[src/rtl/dual_rank_angle_reg.sv]
module dual_rank_angle_reg #(
  parameter int WORD      = 16,
  parameter int MIN_PULSE = 2,
  parameter int SETUP     = 1
) (
  input  logic            clk,
  input  logic            rst_n,
  input  logic            byte_mode,
  input  logic [WORD-1:0] din,
  input  logic            en_hi,
  input  logic            en_lo,
  input  logic            en_xfer,
  output logic [WORD-1:0] angle,
  output logic            timing_err
);
  localparam int HALF = WORD / 2;
  localparam int NEN  = 3;
  localparam int PW   = $clog2(MIN_PULSE + 2);
  localparam int SW   = $clog2(SETUP + 2);

  logic [HALF-1:0] hi_q, lo_q, hi_in, hi_nx, lo_nx;
  logic [WORD-1:0] word_q;

  assign hi_in = byte_mode ? din[HALF-1:0] : din[WORD-1:HALF];
  assign hi_nx = en_hi ? hi_in : hi_q;
  assign lo_nx = en_lo ? din[HALF-1:0] : lo_q;
  assign angle = word_q;

  always_ff @(posedge clk or negedge rst_n) begin
    if (!rst_n) begin
      hi_q   <= '0;
      lo_q   <= '0;
      word_q <= '0;
    end else begin
      hi_q <= hi_nx;
      lo_q <= lo_nx;
      if (en_xfer) word_q <= {hi_nx, lo_nx};
    end
  end

  logic [NEN-1:0]  en_v, en_q, fell;
  logic [PW-1:0]   cnt_q [NEN];
  logic [WORD-1:0] din_q;
  logic [SW-1:0]   stab_q, stab_cur;
  logic            viol;

  assign en_v = {en_xfer, en_lo, en_hi};
  assign fell = en_q & ~en_v;

  always_comb begin
    if (din != din_q)               stab_cur = '0;
    else if (stab_q >= SW'(SETUP))  stab_cur = stab_q;
    else                            stab_cur = stab_q + 1'b1;
  end

  always_comb begin
    viol = 1'b0;
    for (int i = 0; i < NEN; i++)
      if (fell[i] && (cnt_q[i] < PW'(MIN_PULSE) || stab_q < SW'(SETUP)))
        viol = 1'b1;
  end

  always_ff @(posedge clk or negedge rst_n) begin
    if (!rst_n) begin
      en_q       <= '0;
      din_q      <= '0;
      stab_q     <= '0;
      timing_err <= 1'b0;
      for (int i = 0; i < NEN; i++) cnt_q[i] <= '0;
    end else begin
      en_q       <= en_v;
      din_q      <= din;
      stab_q     <= stab_cur;
      timing_err <= timing_err | viol;
      for (int i = 0; i < NEN; i++)
        if (!en_v[i])                        cnt_q[i] <= '0;
        else if (cnt_q[i] < PW'(MIN_PULSE))  cnt_q[i] <= cnt_q[i] + 1'b1;
    end
  end

  // a low transfer enable freezes the whole output word
  a_r5_hold_word: assert property (@(posedge clk) disable iff (!rst_n)
    !en_xfer |=> $stable(angle));

  // full flow-through on a 16-bit bus
  a_r6_flow_16: assert property (@(posedge clk) disable iff (!rst_n)
    (en_hi && en_lo && en_xfer && !byte_mode) |=> angle == $past(din));

  // full flow-through on an 8-bit bus
  a_r6_flow_8: assert property (@(posedge clk) disable iff (!rst_n)
    (en_hi && en_lo && en_xfer && byte_mode) |=> angle == {2{$past(din[HALF-1:0])}});

  // the error flag never clears outside reset
  a_r9_sticky: assert property (@(posedge clk) disable iff (!rst_n)
    timing_err |=> timing_err);

  // a short pulse on any enable is flagged
  generate
    for (genvar g = 0; g < NEN; g++) begin : g_pw_chk
      a_r7_short_pulse: assert property (@(posedge clk) disable iff (!rst_n)
        (en_q[g] && !en_v[g] && cnt_q[g] < PW'(MIN_PULSE)) |=> timing_err);
    end
  endgenerate
endmodule

[config.mk]
export PLATFORM = sky130hd
export DESIGN_NAME = dual_rank_angle_reg
export DESIGN_NICKNAME = d
export VERILOG_FILES = /design/src/rtl/dual_rank_angle_reg.sv
export SDC_FILE = /design/constraint.sdc
export NUM_CORES = 1
export LEC_CHECK = 0
export ABC_AREA = 0
export BUFFER_PORTS_ARGS = -buffer_cell sky130_fd_sc_hd__clkbuf_2
export CORE_ASPECT_RATIO = 2
export CORE_MARGIN = 3
export CORE_UTILIZATION = 54
export DETAILED_ROUTE_END_ITERATION = 8
export PLACE_DENSITY = 0.77
export SKIP_CTS_REPAIR_TIMING = 1
export SLEW_MARGIN = 10
export SYNTH_ARGS = -nofsm -noshare
export SYNTH_HDL_FRONTEND = slang
export SYNTH_SLANG_ARGS = --single-unit
[constraint.sdc]
create_clock -name clk -period 1.9 [get_ports clk]
set_input_delay 0.38 -clock clk [delete_from_list [all_inputs] [get_ports clk]]
set_output_delay 0.38 -clock clk [all_outputs]
set_load 0.02 [all_outputs]
==> out/results.txt <==
average vias per placed instance -> 5.10
netlist area before placement -> 0.00230 sq mm
commonest register cell after synthesis -> dfrtp_1
latest clock arrival within the worst-skew pair -> 0.33 ns
count of buffers inserted at the top-level ports -> 38
post-synthesis register bit count -> 60
cell leakage power -> 1.29 nW
number of antenna violations at the first check in global routing -> 0
instance area after placement -> 0.00254 sq mm
maximum achievable frequency -> 662 MHz
RSZ-0062 raised after global routing -> no
crit path launch type -> register
Final Max Tran Viols -> 0
Max Root-Sink Buffers -> 2
core box area -> 0.00409 sq mm
path depth of the worst reg2reg path -> 5
last weighted congestion value of the routability-driven placer -> 0.709
global-route wire length before repair -> 7.26 mm
mean area per synthesized cell -> 14.3 sq um
Critical R2R Launch -> stab_q[0]$_DFFE_PN0P_
Sequential Power Share -> 49.4%
Boundary Pins -> 39
WP buf/inv -> 2
measured slew at the worst slew-check pin -> 0.433 ns
number of remaining DRC errors -> 0
worst path arrival time -> 1.71 ns
Area Overhead vs Synth -> 19.1%
post-placement worst setup slack -> 0.357 ns
Crit Path Class -> reg -> reg
height of the die -> 98.2 um
sequential element share of the synthesized area -> 65.4%
via count of the first global-routing pass -> 1469
synthesized instance count -> 161
Routed wire per std cell -> 16.0 um
origin of the worst setup path -> stab_q[0]$_DFFE_PN0P_
aggregate negative setup slack -> 0 ns
dominant delay contributor by cell family on the critical path -> simple AND/OR/NAND/NOR gates
n_diodes -> 0
global-route met3 utilization -> 5.80%
global route hottest layer -> met2
Critical-path top delay cell -> or4_1
final cycle utilization of the critical path -> 79.5%
part of the total power dissipated in combinational logic -> 13.1%
final setup violation count -> 0
Placed Cells -> 247
post-route design area -> 0.00273 sq mm
most frequent cell after synthesis -> dfrtp_1
post-detail-place hpwl -> 3.10 mm
area of the die -> 0.00512 sq mm
worst vdd rail ir drop -> 0.00106 V
Post-Syn Nets -> 184
clock root buffer -> clkbuf_8
Iteration-0 DRC Markers -> 20
largest net degree at the start of global routing -> 61
TritonCTS Buffers -> 9
Worst Path Max Fanout -> 3
top cell type's share of synthesized area -> 65.4%
setup slack of the most critical reg-to-reg path -> 0.39 ns
number of distinct library cells after synthesis -> 19
Cell Count, Final, Fillers Out -> 263
clock-pin transition on the worst setup and hold timing paths -> 0.06 ns
global routing usage summed across all routing layers -> 20.1%
worst setup path endpoint -> timing_err$_DFF_PN0_
endpoint kind of the worst setup timing path -> register
GR Overflow Total -> 0
share of cells above drive strength 1 -> 36.5%
Post-Route Skew -> 0.00561 ns
CTS tree -> yes
number of standard-cell rows in the floorplan -> 33
total length of routed wires -> 4.20 mm
initial core utilization -> 56.2%
Hold Path Class -> in -> async
Min Clock Period, post-route -> 1.51 ns
Hold Violations, Final -> 0
max-slew headroom at the worst pin -> 70.9%
Power, Total -> 2.99 mW
endpoint of the worst register-to-register path -> timing_err$_DFF_PN0_
logic depth of the worst path, buffers included -> 5
Sinks on Clock Net -> 60
Clock Power Share -> 37.5%
library cell appearing most often on the critical path -> inv_1
largest area contributor in the netlist -> dfrtp_1
CP peak stage delay -> 0.51 ns
global routing usage on met2 -> 32.0%
number of warnings printed during yosys synthesis -> 0
list of cells traversed by the critical path -> inv_1 -> ha_1 -> inv_1 -> a211oi_1 -> or4_1
htree depth -> 3
total vias in the final route -> 1340
layout net count -> 229
Area contributors post-synth -> dfrtp_1 (65%), mux2_2 (12%), xor2_1 (6.5%), mux2i_1 (3.9%), nor2_1 (2.1%)
Antenna Nets Post-Route -> 0
DIE WIDTH -> 52.1 um
status -> finished, final reports clean
top cell types by occurrence after synthesis -> dfrtp_1 (60), mux2_2 (24), xor2_1 (17)
switching power as a share of total power -> 24.3%
number of detailed-routing iterations run before antenna repair -> 4
required arrival time at the worst endpoint -> 2.10 ns
post-synthesis async set-or-reset flop share -> 100%
number of synthesized flops with an enable pin -> 0
Max Cap Violations -> 0
met1 Usage GRT -> 23.6%
setup slack after layout -> 0.389 ns
Internal Power -> 2.26 mW
switching power -> 728 uW
P per Cell Area -> 1090 mW/mm^2
[power by group through the flow]
stage | registers [mW] | clock network (mW) | logic [mW]
4_1_cts | 1.48 | 1.16 | 0.400
6_report | 1.48 | 1.12 | 0.391
3_5_place_dp | 1.50 | 0 | 0.397
3_3_place_gp | 1.49 | 0 | 0.384
2_1_floorplan | 1.55 | 0 | 0.180
5_1_grt | 1.49 | 1.21 | 0.433
[flip-flops by register name (all words and copies together), names as in the netlist]
signal,flops
cnt_q,6
en_q,3
hi_q,8
stab_q,2
timing_err,1
din_q,16
angle,16
lo_q,8
[final cells by class]
| class | count | area (sq um) |
|---|---|---|
| well taps | 52 | 65.1 |
| repair buffers | 40 | 218 |
| flip-flops and latches | 60 | 1500 |
| fillers | 299 | 1350 |
| multi-input cells | 88 | 727 |
| clock inverters | 1 | 30.0 |
| clock buffers | 15 | 166 |
| inverters | 7 | 26.3 |
[per-stage QoR]
stage               hold WS (ns)  util, %
floorplan                 0.0844        -
global placement           0.405     62.1
detailed placement         0.412     62.1
CTS                       0.0503     66.9
global route              0.0598     66.9
finish                    0.0421     66.9
[layer usage]
metal	part of all wire [%]	routed length [um]	up-vias
met2	56	2340	32
li1	-	-	632
met1	38	1580	669
met5	0	0	-
met4	2.4	102	0
met3	4.1	172	7
[cells in the final DEF, fill, tap and decap left out, drive strengths merged, types with 3 or more instances in the layout]
master,synthesis,final
xor2,17,17
inv,7,7
nor2,13,13
xnor2,3,3
clkbuf,0,53
a211oi,3,3
a21oi,8,8
mux2i,9,9
dfrtp,60,60
mux2,24,24
nor4,4,4
[worst min path at each step]
stage	from	to	slack, ns	depth (start not counted)
after floorplan	rst_n	angle[0]$_DFFE_PN0P_	0.08	0
after global placement	rst_n	din_q[8]$_DFF_PN0_	0.40	2
after detailed placement	rst_n	din_q[10]$_DFF_PN0_	0.41	2
after CTS	rst_n	din_q[10]$_DFF_PN0_	0.05	2
after global routing	rst_n	din_q[8]$_DFF_PN0_	0.06	2
final	rst_n	din_q[8]$_DFF_PN0_	0.04	2
[kinds of logic (layout without fill, tap and decap cells)]
logic type	Yosys count	in the layout	share of synthesized area [%]
simple gates	21	21	4.41
compound gates	13	13	3.38
xor+xnor	20	20	7.63
buf+inv	13	63	2.94
fa+ha+maj	1	1	0.545
flops	60	60	65.4
mux	33	33	15.7
Power figures use the tool's default switching activity.
